`src/rtl/osp_pkg.sv`:
```
package osp_pkg;
  localparam int unsigned CNT_W   = 16;
  localparam int unsigned PSC_W   = 3;
  localparam int unsigned ADDR_W  = 2;

  localparam logic [PSC_W-1:0] PSC_DIV1 = 3'd5;
  localparam logic [PSC_W-1:0] PSC_DIV2 = 3'd6;
  localparam logic [PSC_W-1:0] PSC_DIV4 = 3'd7;

  typedef enum logic [ADDR_W-1:0] {
    ADDR_CTRL = 2'd0,
    ADDR_PER  = 2'd1,
    ADDR_CMP  = 2'd2
  } reg_addr_e;

  // terminal value of the prescale counter for a code
  function automatic logic [1:0] psc_last(input logic [PSC_W-1:0] code);
    case (code)
      PSC_DIV2: return 2'd1;
      PSC_DIV4: return 2'd3;
      default:  return 2'd0;
    endcase
  endfunction
endpackage

```
`src/rtl/osp_regs.sv`:
```
module osp_regs
  import osp_pkg::*;
#(
  parameter int unsigned NUM_CH    = 2,
  parameter int unsigned MIN_VAL   = 3,
  parameter int unsigned PER_LIMIT = 16'hFFDF
) (
  input  logic                   clk_i,
  input  logic                   rst_ni,
  input  logic                   we_i,
  input  logic [ADDR_W-1:0]      addr_i,
  input  logic [CNT_W-1:0]       wdata_i,
  output logic                   en_o,
  output logic [PSC_W-1:0]       psc_o,
  output logic [NUM_CH-1:0]      oen_o,
  output logic [CNT_W-1:0]       per_o,
  output logic [CNT_W-1:0]       cmp_o,
  output logic                   legal_o
);
  localparam int unsigned PSC_LSB = 1;
  localparam int unsigned OEN_LSB = PSC_LSB + PSC_W;

  logic psc_ok, per_ok, cmp_ok;

  always_ff @(posedge clk_i or negedge rst_ni) begin
    if (!rst_ni) begin
      en_o  <= 1'b0;
      psc_o <= PSC_DIV1;
      oen_o <= '0;
      per_o <= CNT_W'(MIN_VAL);
      cmp_o <= CNT_W'(MIN_VAL);
    end else if (we_i) begin
      case (addr_i)
        ADDR_CTRL: begin
          en_o  <= wdata_i[0];
          psc_o <= wdata_i[PSC_LSB +: PSC_W];
          oen_o <= wdata_i[OEN_LSB +: NUM_CH];
        end
        ADDR_PER: per_o <= wdata_i;
        ADDR_CMP: cmp_o <= wdata_i;
        default: ;
      endcase
    end
  end

  always_comb begin
    psc_ok  = (psc_o == PSC_DIV1) || (psc_o == PSC_DIV2) || (psc_o == PSC_DIV4);
    per_ok  = (per_o >= CNT_W'(MIN_VAL)) && (per_o < CNT_W'(PER_LIMIT));
    cmp_ok  = (cmp_o >= CNT_W'(MIN_VAL));
    legal_o = psc_ok && per_ok && cmp_ok;
  end
endmodule

```
`src/rtl/osp_counter.sv`:
```
module osp_counter
  import osp_pkg::*;
(
  input  logic              clk_i,
  input  logic              rst_ni,
  input  logic              en_i,
  input  logic              legal_i,
  input  logic              trig_i,
  input  logic [PSC_W-1:0]  psc_i,
  input  logic [CNT_W-1:0]  per_i,
  input  logic [CNT_W-1:0]  cmp_i,
  output logic              run_o,
  output logic [CNT_W-1:0]  cnt_o,
  output logic              start_o,
  output logic              abort_o,
  output logic              set_o,
  output logic              clr_o,
  output logic              done_o
);
  logic [1:0]       pre_q;
  logic [CNT_W-1:0] cnt_nxt;
  logic             tick;

  always_comb begin
    start_o = trig_i && en_i && legal_i;
    abort_o = !en_i && run_o;
    tick    = run_o && (pre_q >= psc_last(psc_i));
    cnt_nxt = cnt_o + CNT_W'(1);
    // restart has priority over both matches
    set_o   = tick && (cnt_nxt == cmp_i) && !start_o;
    clr_o   = tick && (cnt_nxt == per_i) && !start_o;
  end

  always_ff @(posedge clk_i or negedge rst_ni) begin
    if (!rst_ni) begin
      run_o  <= 1'b0;
      cnt_o  <= '0;
      pre_q  <= '0;
      done_o <= 1'b0;
    end else begin
      done_o <= clr_o;
      if (start_o) begin
        run_o <= 1'b1;
        cnt_o <= '0;
        pre_q <= '0;
      end else if (abort_o) begin
        run_o <= 1'b0;
        pre_q <= '0;
      end else if (run_o) begin
        if (tick) begin
          pre_q <= '0;
          cnt_o <= cnt_nxt;
          if (cnt_nxt == per_i) run_o <= 1'b0;
        end else begin
          pre_q <= pre_q + 2'd1;
        end
      end
    end
  end
endmodule

```
`src/rtl/osp_out.sv`:
```
module osp_out #(
  parameter int unsigned NUM_CH = 2
) (
  input  logic              clk_i,
  input  logic              rst_ni,
  input  logic              start_i,
  input  logic              abort_i,
  input  logic              set_i,
  input  logic              clr_i,
  input  logic [NUM_CH-1:0] oen_i,
  output logic              level_o,
  output logic [NUM_CH-1:0] pulse_o
);
  always_ff @(posedge clk_i or negedge rst_ni) begin
    if (!rst_ni)                         level_o <= 1'b0;
    else if (start_i || abort_i || clr_i) level_o <= 1'b0;
    else if (set_i)                      level_o <= 1'b1;
  end

  for (genvar c = 0; c < NUM_CH; c++) begin : g_ch
    assign pulse_o[c] = level_o & oen_i[c];
  end
endmodule

```
`src/rtl/oneshot_pulse_gen.sv`:
```
module oneshot_pulse_gen
  import osp_pkg::*;
#(
  parameter int unsigned NUM_CH = 2
) (
  input  logic              clk_i,
  input  logic              rst_ni,
  input  logic              cfg_we_i,
  input  logic [ADDR_W-1:0] cfg_addr_i,
  input  logic [CNT_W-1:0]  cfg_wdata_i,
  input  logic              trig_i,
  output logic [NUM_CH-1:0] pulse_o,
  output logic              done_o,
  output logic              err_o
);
  logic              en, legal, run, start, abort, set, clr, level;
  logic [PSC_W-1:0]  psc;
  logic [NUM_CH-1:0] oen;
  logic [CNT_W-1:0]  per, cmp, cnt;

  osp_regs #(.NUM_CH(NUM_CH)) i_regs (
    .clk_i   (clk_i),
    .rst_ni  (rst_ni),
    .we_i    (cfg_we_i),
    .addr_i  (cfg_addr_i),
    .wdata_i (cfg_wdata_i),
    .en_o    (en),
    .psc_o   (psc),
    .oen_o   (oen),
    .per_o   (per),
    .cmp_o   (cmp),
    .legal_o (legal)
  );

  osp_counter i_counter (
    .clk_i   (clk_i),
    .rst_ni  (rst_ni),
    .en_i    (en),
    .legal_i (legal),
    .trig_i  (trig_i),
    .psc_i   (psc),
    .per_i   (per),
    .cmp_i   (cmp),
    .run_o   (run),
    .cnt_o   (cnt),
    .start_o (start),
    .abort_o (abort),
    .set_o   (set),
    .clr_o   (clr),
    .done_o  (done_o)
  );

  osp_out #(.NUM_CH(NUM_CH)) i_out (
    .clk_i   (clk_i),
    .rst_ni  (rst_ni),
    .start_i (start),
    .abort_i (abort),
    .set_i   (set),
    .clr_i   (clr),
    .oen_i   (oen),
    .level_o (level),
    .pulse_o (pulse_o)
  );

  assign err_o = ~legal;
endmodule

```
`config.mk`:
```
export PLATFORM = sky130hd
export DESIGN_NAME = oneshot_pulse_gen
export DESIGN_NICKNAME = d
export VERILOG_FILES = /design/src/rtl/osp_pkg.sv /design/src/rtl/osp_regs.sv /design/src/rtl/osp_counter.sv /design/src/rtl/osp_out.sv /design/src/rtl/oneshot_pulse_gen.sv
export SDC_FILE = /design/constraint.sdc
export NUM_CORES = 1
export LEC_CHECK = 0
export ABC_AREA = 1
export BUFFER_PORTS_ARGS = -buffer_cell sky130_fd_sc_hd__buf_4
export CORE_AREA = 2 2 79 88
export DETAILED_ROUTE_END_ITERATION = 10
export DIE_AREA = 0 0 81 90
export PLACE_DENSITY_LB_ADDON = 0.3
export SYNTH_ARGS = -nofsm -noshare
export SYNTH_HDL_FRONTEND = slang
export SYNTH_SLANG_ARGS = --single-unit
```
`constraint.sdc`:
```
create_clock -name clk_i -period 2.5 [get_ports clk_i]
set_input_delay 0 -clock clk_i [delete_from_list [all_inputs] [get_ports clk_i]]
set_output_delay 0 -clock clk_i [all_outputs]
set_load 0.03 [all_outputs]
```
Word level (Yosys, flattened, before mapping)
Index checks and enable logic that the tools add are counted.
- add/subtract/negate cells: 2
- $lt $le $gt $ge: 4
- eq/ne operators: 8
- mux-type cells: 16
- bitwise gates (word level): 3
- reductions and logical operators: 26
- operators by type and width (operator ; count):
    16-bit 2-to-1 mux ; 4
    16-bit == test ; 2
    16-bit by 2-bit >= comparator with 1-bit output, second input constant ; 2
    16-bit by 1-bit adder with 16-bit output, second input constant ; 1
    16-bit < comparator, second input constant ; 1
    1-bit logical AND ; 11
    3-bit == test, second input constant ; 3
    2-bit 2-to-1 mux ; 4
    1-bit 2-to-1 mux ; 7
    2-bit AND reduction ; 3
    2-bit nonzero test ; 3
    1-bit logical OR ; 4
    2-bit one-hot mux with 2 select lines ; 1
    3-bit AND reduction ; 1
    3-bit nonzero test ; 1
    2-bit by 1-bit adder with 2-bit output, second input constant ; 1
    1-bit AND ; 2
    2-bit by 1-bit == test with 1-bit output, second input constant ; 1
    2-bit == test, second input constant ; 1
    2-bit >= comparator ; 1
    1-bit logical NOT ; 2
    2-bit logical NOT ; 1
    2-bit by 1-bit != test with 1-bit output, second input constant ; 1
    1-bit NOT ; 1
- register bits after elaboration: 59
- input port bits: 22
- logic and storage cells: 69

Depth between registers and ports, before layout
Gate-level depths: netlist of the first run.
- word-level depth: 10
- gate-level depth with buffers: 15
- mapped depth without buffers: 15

By module
A second synthesis of the first run with hierarchy kept.
- cells, all modules: 478
- area total of the unflattened synthesis: 3569.7 µm²
- modules (own cells, without submodules) (module ; times used ; cells an instance ; area each (µm²)):
    osp_counter ; 1 ; 280 ; 1821.7
    osp_regs ; 1 ; 187 ; 1685.4
    osp_out ; 1 ; 10 ; 58.8
    oneshot_pulse_gen ; 1 ; 1 ; 3.8

Worst setup path after synthesis of the first run
No wires, ideal clock.
- kind: register to register
- start: register i_regs.psc_o[2]
- end: register i_counter.cnt_o[11]
- library setup time: 0.114 ns
- arrival time: 1.882 ns
- path slack: 0.504 ns
- cell stages (with the launch flop): 13
- path buffers: 1
- period minus slack after synthesis: 1.996 ns
- path through: dfstp_2 > nand3_1 > ha_1 > nand2_1 > nand3b_1 > nand2_1 > nor2_2 > inv_1 > clkbuf_1 > nand2_1 > o21ai_0 > nand2_1 > inv_1
- word-level cells in the longest chain between the ends: 8
- RTL lines (what ; RTL line ; RTL):
    start, declared ; osp_regs.sv:14 ; output logic [PSC_W-1:0] psc_o,
    start signal, assigned ; osp_regs.sv:36 ; psc_o <= wdata_i[PSC_LSB +: PSC_W];
    branches (longest 8 deep; another with 2-bit >= comparator) ; - ;
    end signal, assigned ; osp_counter.sv:52 ; cnt_o <= cnt_nxt;
    end, declared ; osp_counter.sv:13 ; output logic [CNT_W-1:0] cnt_o,
Several ways; the timed one is not identified.
A chain may end at the register's enable or synchronous reset.

Worst setup path after layout of the first run
- start: register i_counter.cnt_o[0]
- end: register i_counter.done_o
- word-level cells in the longest chain between the ends: 4
- RTL lines (what ; RTL line ; RTL):
    16-bit by 1-bit adder with 16-bit output ; osp_counter.sv:28 ; cnt_nxt = cnt_o + CNT_W'(1);
    16-bit == test ; osp_counter.sv:31 ; clr_o = tick && (cnt_nxt == per_i) && !start_o;
    1-bit logical AND (2 in a row) ; osp_counter.sv:31 ;
    net clr ; oneshot_pulse_gen.sv:16 ; logic en, legal, run, start, abort, set, clr, level;
    end signal, assigned ; osp_counter.sv:41 ; done_o <= clr_o;
    end, declared ; osp_counter.sv:18 ; output logic done_o
The timed path passes the listed nets, and every way through them passes these cells.

==> results.tsv, run 1 <==
metric	value	unit
status	completed	
first-pass GRT wire length	16.1	mm
Highest Clock Rate	0.481	GHz
r2r endpoint	i_counter.done_o	
crit-path max cell delay	0.48	ns
vias in the first global route	3390	
multi-input logic area	1870	um2
Pleak	2.34	nW
Fin. Hold Viols	0	
RePlAce Congestion	0.888	
layout cells sized above 1	0.109	
initial core utilization	0.577	
# DRC	0	
total congestion overflow	0	
core area	6440	um2
chip height	90	um
root buf cell	clkbuf_8	
placed cell count	652	
Slew @ Worst Pin	0.738	ns
Finished Layout Cells	685	
top_reg_cell synth	dfrtp_1	
Net Switching	0.879	mW
critical path arrival	2.36	ns
critical path buffer and inverter count	0	
Top delay family on crit path	simple AND/OR/NAND/NOR gates	
via count	3786	
Inserted Clock Buffers	9	
CTS clk-pin slew, worst paths	0.07	ns
total number of H-tree levels	3	
power density cells	609	nW/um2
worst hold path class	in2reg	
Peak VDD IR	0.462	mV
Synth Area per Inst	6.73	um2
RSZ-0062 raised after global routing	false	
Die ar.	7290	um2
Commonest cells post-synth	nand2_1 (180), inv_1 (85), nand3_1 (65)	
sequential share of power	0.467	
Detailed Routing Iterations Pass 1	8	
Cells after Synth	552	
Synth area leaders	dfrtp_1 (36%), nand2_1 (18%), nand3_1 (8.8%), inv_1 (8.6%), o21ai_0 (7.3%)	
Tcrit/Tclk final	0.832	
CP max FO	6	
worst r2r src	i_counter.cnt_o[0]	
share of flip-flops with an asynchronous set or reset	1.00	
dpl hpwl	6.87	mm
Final Critical Period	2.08	ns
post-synthesis cell type count	25	
clock share of power	0.333	
CP Capture Point	i_counter.done_o	
CP Launch Point	i_counter.cnt_o[0]	
EDFF count, synth	0	
Worst slew margin	0.508	
later-pin clock latency in the skew report	0.35	ns
TritonCTS clock tree	built	
CP Depth	11	
clock sink count	59	
MaxCap Viol Count	0	
largest net degree at the start of global routing	60	
initial antenna violation count	0	
# fillers	559	
DRT iter0 DRCs	446	
clock tree buffer depth	2	
area delta synth->final	17.3	%
FF-to-FF setup slack	0.42	ns
Setup CP Type	reg2reg	
Internal Power	1.78	mW
post-synthesis cell area	3720	um2
die span in x	81	um
Layout Skew	0.0102	ns
final instance area	4360	um2
vias per cell	5.53	
most frequent cell after synthesis	nand2_1	
Placed Area	4000	um2
switching share of power	0.331	
PortBufs	25	
ANT cells	0	
crit path cell chain	ha_1 > nand3_1 > nor2_2 > nand2_1 > nand2_1 > nor2_1 > nor3b_1 > nand2_1 > nor2_1 > nand3_1 > nor2_1	
Final ANT Viol Nets	0	
Synth Register Bits	59	
Yosys top cell area share	0.357	
Layout Utilization	0.677	
Reg2Reg Depth	11	
Setup crit end kind	flip-flop	
Total GRT Usage	0.286	
Wirelength per Cell	14.2	um
post-synthesis sequential area ratio	0.399	
CP required	2.78	ns
portion of total power attributed to combinational logic	0.200	
# IOs	26	
TNS Setup	0	ns
Post-Route WL	9.72	mm
Synth Warn #	0	
# rows	31	
Synth Net Count	577	
Storage cell area	1480	um2
Startpoint Class	flip-flop	
final setup fails	0	
Final nets	623	
Yosys top cell by area	dfrtp_1	
final slew viol count	0	
CP max-delay cell	dfrtp_1	
tightest hold or removal path, stage by stage:
cell and delay, ns:
buf_4 0.09, nand3_1 0.06, buf_4 0.23, nand2_1 0.08, o21ai_0 0.07
power groups by stage:
stage	Combinational (mW)	Clock, mW	Sequential [mW]
after global routing	0.598	0.935	1.26
final	0.531	0.885	1.24
after global placement	0.482	0	1.24
after floorplan	0.372	0	1.20
after CTS	0.525	0.878	1.23
after detailed placement	0.498	0	1.25
sequential cells by signal, summed over array words and instances, names as in the netlist:
name,count
i_counter.cnt_o,16
i_counter.done_o,1
i_counter.pre_q,2
i_counter.run_o,1
i_out.level_o,1
i_regs.cmp_o,16
i_regs.en_o,1
i_regs.oen_o,2
i_regs.per_o,16
i_regs.psc_o,3
cell type report:
class,instances,share of cell area
multi-input combinational,396,0.429
sequential,59,0.340
timing repair buffer,46,0.0890
inverter,86,0.0741
clock buffer,10,0.0293
tap,82,0.0235
clock inverter,6,0.0152
through the flow:
step	hold WS (ns)	setup WS, ns	power [mW]
floorplan	-0.296	0.504	1.57
global placement	0.105	0.531	1.72
detailed placement	0.118	0.446	1.75
CTS	0.187	0.429	2.64
global route	0.221	0.204	2.79
finish	0.178	0.420	2.65
what timing repair did:
action | CTS | global route
gates resized for setup | 0 | 0
buffers inserted | 0 | 0
hold endpoints to repair | 89 | 0
hold buffers | 17 | 0
logic make-up (layout without fill, tap and decap cells):
| group | after synthesis | after routing | share of synthesized area |
|---|---|---|---|
| flip-flops | 59 | 59 | 0.399 |
| AND/OR/NAND/NOR | 325 | 325 | 0.390 |
| AO/OA/AOI/OAI | 60 | 60 | 0.0835 |
| buffers and inverters | 97 | 148 | 0.0980 |
| XOR/XNOR | 8 | 8 | 0.0189 |
| adder cells (fa/ha/maj) | 3 | 3 | 0.0101 |
worst min-delay path by stage:
| stage | from | end | slack (ns) | cells after the start |
|---|---|---|---|---|
| after global placement | rst_ni | i_counter.cnt_o[13] | 0.11 | 1 |
| after detailed placement | rst_ni | i_counter.cnt_o[11] | 0.12 | 1 |
| after global routing | cfg_addr_i[1] | i_regs.cmp_o[1] | 0.22 | 5 |
| after floorplan | rst_ni | i_counter.cnt_o[0] | -0.30 | 0 |
| final | cfg_addr_i[1] | i_regs.cmp_o[0] | 0.18 | 5 |
| after CTS | cfg_addr_i[1] | i_regs.cmp_o[0] | 0.19 | 5 |
routing by layer:
layer  wire (um)  up-vias  GRT usage
met5           0        -          0
met4         208        0     0.0847
met3         799       23     0.0472
met2        4540      179      0.445
met1        4170     1733      0.410
li1            -     1851          -
cell usage in the layout, fill, tap and decap left out, drive strengths merged, types with 5 or more instances in the layout:
cell and n:
nor2 46, dfrtp 53, clkbuf 10, o21ai 56
buf 29, dlygate4sd3 17, nand2 185, dfstp 6
nand3b 9, nand3 65, nand4 16, inv 87
xor2 5
No activity file was read; power rests on OpenSTA's default activity.
==> inputs of run 2 (changes only) <==
Settings changed: CORE_AREA 2 2 79 88 to 2 2 82 92, DIE_AREA 0 0 81 90 to 0 0 84 94.
Clock period 2.5 ns to 1.8 ns, I/O delays scaled along.
==> run 2 against run 1 <==
Against the previous run:
- the run now ends with setup timing left
- clock skew rose by 0.0028 ns
- maximum frequency rose by 6.6%
- critical endpoint is now i_out.level_o
- cell count is 8.0% higher
- power is 50% higher
- sequential cell count unchanged
- first-iteration DRC count is 19% lower
- routed wire length increased by 11%
==> results.tsv, run 2 (synthesized netlist as in run 1, its figures left out) <==
metric	value	unit	change
Finished Layout Cells	740		+8.0%
Pleak	2.64	nW	+13%
CP required	2.07	ns	-0.71 ns
dpl ws	-0.151	ns	-0.598 ns
critical path arrival	2.22	ns	-0.14 ns
TritonCTS clock tree	built		
power density cells	794	nW/um2	+30%
root buf cell	clkbuf_8		
via count	3934		+3.9%
Startpoint Class	flip-flop		
Peak VDD IR	0.694	mV	+50%
RSZ-0062 raised after global routing	true		
placed cell count	696		+6.7%
PortBufs	25		unchanged
Slew @ Worst Pin	0.740	ns	+0.00194 ns
Wirelength per Cell	14.6	um	+2.7%
Layout Utilization	0.724		+0.0466
initial antenna violation count	0		unchanged
Setup CP Type	reg2reg		
worst hold path class	in2reg		
RePlAce Congestion	0.975		+9.7%
most common cell after layout, fill and taps aside	nand2_1		
worst r2r src	i_counter.cnt_o[0]		
total congestion overflow	0		unchanged
core area	6930	um2	+7.6%
first-pass GRT wire length	17.0	mm	+5.6%
largest net degree at the start of global routing	60		unchanged
MaxCap Viol Count	0		unchanged
final setup fails	19		+19
biggest regs	i_counter.cnt_o: 16 flops, i_regs.cmp_o: 16 flops, i_regs.per_o: 16 flops		
total number of H-tree levels	3		unchanged
Total GRT Usage	0.277		-0.00951
die span in x	84	um	+3.7%
failing checks	setup timing		
vias in the first global route	3758		+11%
layout cells sized above 1	0.243		+0.133
DRT iter0 DRCs	362		-19%
Setup crit end kind	flip-flop		
Final Critical Period	1.95	ns	-0.129 ns
# rows	32		+3.2%
chip height	94	um	+4.4%
initial core utilization	0.536		-0.0407
worst setup margin	-0.151	ns	-0.571 ns
Detailed Routing Iterations Pass 1	5		-3
Fin. Hold Viols	0		unchanged
Hold Startpoint	trig_i		
CP Launch Point	i_counter.cnt_o[0]		
status	complete, but fails checks		
clock sink count	59		unchanged
later-pin clock latency in the skew report	0.35	ns	about the same
Post-Route WL	10.8	mm	+11%
CP max FO	7		+1
vias per cell	5.32		-3.8%
most frequent cells in the layout	nand2_1 (168), inv_1 (83), buf_4 (76)		
CTS clk-pin slew, worst paths	0.07	ns	about the same
Worst slew margin	0.507		-0.00129
area delta synth->final	34.9	%	
TNS Setup	-1.39	ns	-1.39 ns
Inserted Clock Buffers	9		unchanged
Final ANT Viol Nets	0		unchanged
Final nets	675		+8.3%
Highest Clock Rate	0.513	GHz	+6.6%
ANT cells	0		unchanged
# DRC	0		unchanged
final slew viol count	0		unchanged
worst hold slack	0.183	ns	+0.00490 ns
Die ar.	7900	um2	+8.3%
dpl hpwl	7.55	mm	+9.9%
# IOs	26		unchanged
Layout Skew	0.0130	ns	+0.00277 ns
Tcrit/Tclk final	1.08		+0.252
clock tree buffer depth	2		unchanged
-- run 2: critical path, cell delays in order, from the launching register on --
cell and delay [ns]:
dfrtp_1 0.40, ha_4 0.18, nand2_2 0.08, nor2_4 0.25
nand3_2 0.14, nand2_2 0.12, buf_4 0.12, nand3_1 0.05
nand2_1 0.07, nand3_1 0.07, nor2_1 0.11, nand3_1 0.15
a21oi_2 0.14
-- run 2: timing repair --
item,in CTS,in global routing
gates resized for setup,6,51
pin swaps,6,20
buffers inserted,0,10
endpoints found under the setup margin,21,21
hold endpoints to repair,91,0
hold buffers,17,0
gates cloned,0,1
-- run 2: power breakdown --
part | internal, mW | switching [mW] | leakage, nW
logic | 0.402 | 0.507 | 1.78
clock network | 0.819 | 0.543 | 0.111
registers | 1.51 | 0.201 | 0.752
total | 2.73 | 1.25 | 2.64
-- run 2: metal layers --
metal	up-vias	share of wire	track usage
met4	0	0.026	0.132
li1	1943	-	-
met2	125	0.49	0.457
met5	-	0	0
met3	25	0.058	0.0510
met1	1841	0.42	0.353
-- run 2: final cells by class --
type / count / area [um2]
multi-input combinational: 397 / 2080
clock inverter: 4 / 73.8
inverter: 86 / 328
fill: 556 / 1910
clock buffer: 12 / 145
tap: 85 / 106
sequential: 59 / 1490
timing repair buffer: 97 / 795
-- run 2: final timing paths --
check                                            to  slack (ns)  depth (start not counted)
worst max-delay path                  i_out.level_o       -0.15                         12
worst min-delay path             i_counter.pre_q[1]        0.18                          6
worst max register to register        i_out.level_o       -0.15                         12
worst min register to register      i_regs.oen_o[1]        0.50                          2
max in group asynchronous        i_counter.cnt_o[2]        1.01                          2
min in group asynchronous       i_counter.cnt_o[13]        0.25                          2
-- run 2: per-stage QoR --
stage	power, mW	instance area [um2]
floorplan	2.19	3750
global placement	2.47	4330
detailed placement	2.51	4330
CTS	3.90	4730
global route	4.19	5010
finish	3.98	5010
==> inputs of run 3 (changes only) <==
Settings changed: ABC_AREA 1 to 0, CORE_AREA 2 2 82 92 to 2 2 75 95, DIE_AREA 0 0 84 94 to 0 0 77 97.
==> run 3 against run 2 <==
Against the previous run:
- the run still ends with setup timing left
- sequential cell count stayed put
- register-to-register slack worse by 0.53 ns
- via count is 5.3% lower
- die area fell by 5.4%
- utilization grew 9.9 points
- clock skew is 0.0021 ns higher
- maximum frequency fell by 21%
- sequential power grew 13%
- synthesized cell count shrank 39%
- setup slack got worse by 0.53 ns
- synthesized area is 4.4% lower
- critical path depth shrank 4
- critical path type unchanged
- critical endpoint unchanged
==> results.tsv, run 3 <==
metric	value	unit	change
top_reg_cell synth	dfrtp_1		
Tcrit/Tclk final	1.38		+0.293
critical path arrival	2.80	ns	+0.58 ns
Synth Warn #	0		unchanged
MaxCap Viol Count	0		unchanged
# rows	33		+3.1%
PortBufs	25		unchanged
Fin. Hold Viols	0		unchanged
clock tree buffer depth	2		unchanged
DRT iter0 DRCs	445		+23%
initial core utilization	0.545		+0.00820
Detailed Routing Iterations Pass 1	5		unchanged
Final Critical Period	2.48	ns	+0.528 ns
Synth Register Bits	59		unchanged
total number of H-tree levels	3		unchanged
Final nets	508		-25%
worst setup margin	-0.678	ns	-0.528 ns
status	complete, but fails checks		
crit path cell chain	ha_4 > xnor2_1 > o211ai_1 > nor4_1 > nand4_1 > or4_4 > nor3_2 > o211a_1		
Total GRT Usage	0.339		+0.0624
Synth Net Count	363		-37%
post-synthesis cell area	3550	um2	-4.4%
CP max-delay cell	dfrtp_2		
CTS clk-pin slew, worst paths	0.08	ns	about the same
Post-Route WL	14.3	mm	+32%
later-pin clock latency in the skew report	0.38	ns	+0.03 ns
Synth Area per Inst	10.5	um2	+56%
CP max FO	4		-3
crit-path max cell delay	0.46	ns	+0.06 ns
final setup fails	22		+3
post-synthesis sequential area ratio	0.418		+0.0183
initial antenna violation count	0		unchanged
ANT cells	0		unchanged
root buf cell	clkbuf_8		
power density cells	1060	nW/um2	+33%
vias in the first global route	3561		-5.2%
most frequent cells in the layout	buf_4 (123), dfrtp_1 (47), mux2_2 (37)		
# IOs	26		unchanged
clock sink count	59		unchanged
core area	6520	um2	-5.8%
Worst slew margin	0.495		-0.0120
biggest regs	i_counter.cnt_o: 16 flops, i_regs.cmp_o: 16 flops, i_regs.per_o: 16 flops		
TNS Setup	-8.03	ns	-6.64 ns
dpl ws	-0.477	ns	-0.326 ns
Inserted Clock Buffers	9		unchanged
Commonest cells post-synth	dfrtp_1 (53), mux2_2 (37), xnor2_1 (32)		
via count	3727		-5.3%
Peak VDD IR	0.832	mV	+20%
Layout Skew	0.0151	ns	+0.00213 ns
dpl hpwl	7.46	mm	-1.2%
Final Total Pwr	5.68	mW	+43%
post-synthesis cell type count	56		+120%
Layout Utilization	0.823		+0.0992
RePlAce Congestion	0.907		-7.0%
Top delay family on crit path	simple AND/OR/NAND/NOR gates		
vias per cell	6.48		+22%
Die ar.	7470	um2	-5.4%
RSZ-0062 raised after global routing	true		
# fillers	313		-44%
Highest Clock Rate	0.404	GHz	-21%
Setup CP Type	reg2reg		
chip height	97	um	+3.2%
Yosys top cell by area	dfrtp_1		
failing checks	setup timing		
Synth area leaders	dfrtp_1 (37%), mux2_2 (12%), xnor2_1 (7.9%), dfstp_2 (4.4%), xor2_1 (3.7%)		
largest net degree at the start of global routing	60		unchanged
layout cells sized above 1	0.541		+0.298
EDFF count, synth	0		unchanged
Startpoint Class	flip-flop		
TritonCTS clock tree	built		
final slew viol count	0		unchanged
die span in x	77	um	-8.3%
area delta synth->final	51.1	%	
first-pass GRT wire length	19.4	mm	+14%
# DRC	0		unchanged
most frequent cell after synthesis	dfrtp_1		
Cells after Synth	338		-39%
critical path buffer and inverter count	0		-1
Wirelength per Cell	24.8	um	+70%
CP required	2.12	ns	+0.05 ns
Pleak	2.34	nW	-12%
Slew @ Worst Pin	0.758	ns	+0.0179 ns
Final ANT Viol Nets	0		unchanged
worst hold path class	in2reg		
Setup crit end kind	flip-flop		
total congestion overflow	0		unchanged
most common cell after layout, fill and taps aside	buf_4		
Yosys top cell area share	0.373		+0.0163
share of flip-flops with an asynchronous set or reset	1.00		unchanged
## run 3: final timing paths
| path | from | to | slack (ns) | cells past startpoint |
|---|---|---|---|---|
| max | i_counter.cnt_o[1] | i_out.level_o | -0.68 | 8 |
| min | cfg_addr_i[1] | i_regs.en_o | 0.13 | 5 |
| max reg2reg | i_counter.cnt_o[1] | i_out.level_o | -0.68 | 8 |
| min reg2reg | i_regs.oen_o[1] | i_regs.oen_o[1] | 0.58 | 1 |
| max in group asynchronous | rst_ni | i_counter.cnt_o[2] | 1.00 | 2 |
| min in group asynchronous | rst_ni | i_regs.oen_o[1] | 0.26 | 2 |
## run 3: layout make-up
type	instances	area [um2]	area share
clock inverter	4	50.0	0.00932
timing repair buffer	153	1240	0.231
sequential	59	1490	0.278
tap	87	109	0.0203
multi-input combinational	253	2300	0.428
inverter	7	26.3	0.00490
clock buffer	12	155	0.0289
## run 3: cells by family (layout without fill, tap and decap cells)
group                    after synthesis  after routing  share of synthesized area
buffers and inverters                 26            176                     0.0416
flip-flops                            59             59                      0.418
multiplexers                          38             38                      0.120
AND/OR/NAND/NOR                      120            120                      0.199
XOR/XNOR                              50             50                      0.133
adder cells (fa/ha/maj)                4              4                     0.0134
AO/OA/AOI/OAI                         41             41                     0.0754
## run 3: repair_timing
action                                 CTS  global route
buffers inserted                         3            12
pin swaps                               12            33
gates resized for setup                 21            47
gates cloned                             0             0
hold buffers                            17             0
endpoints found under the hold margin   91             0
setup endpoints to repair               20            22
## run 3: where the power goes
group	switching, mW	internal, mW
combinational	1.15	1.23
clock	0.648	0.714
sequential	0.329	1.60
## run 3: metal layers
layer  global-route usage  share of wire  routed length [um]
met2                0.571           0.48                6910
met4                0.162          0.063                 900
met1                0.421           0.37                5260
met3               0.0597          0.085                1210
met5                    0              0                   0
## run 3: worst min-delay path: cells and delay by family
family	cells	cell delay [ns]
buf+inv	2	0.26
compound gates	1	0.08
simple gates	2	0.11
## run 3: through the flow
| step | hold slack [ns] | std cells | cell area [um2] |
|---|---|---|---|
| detailed placement | 0.111 | 530 | 4580 |
| CTS | 0.111 | 566 | 5090 |
| finish | 0.133 | 575 | 5370 |
| global route | 0.178 | 575 | 5370 |
| floorplan | -0.296 | 338 | 3660 |
| global placement | 0.101 | 530 | 4580 |
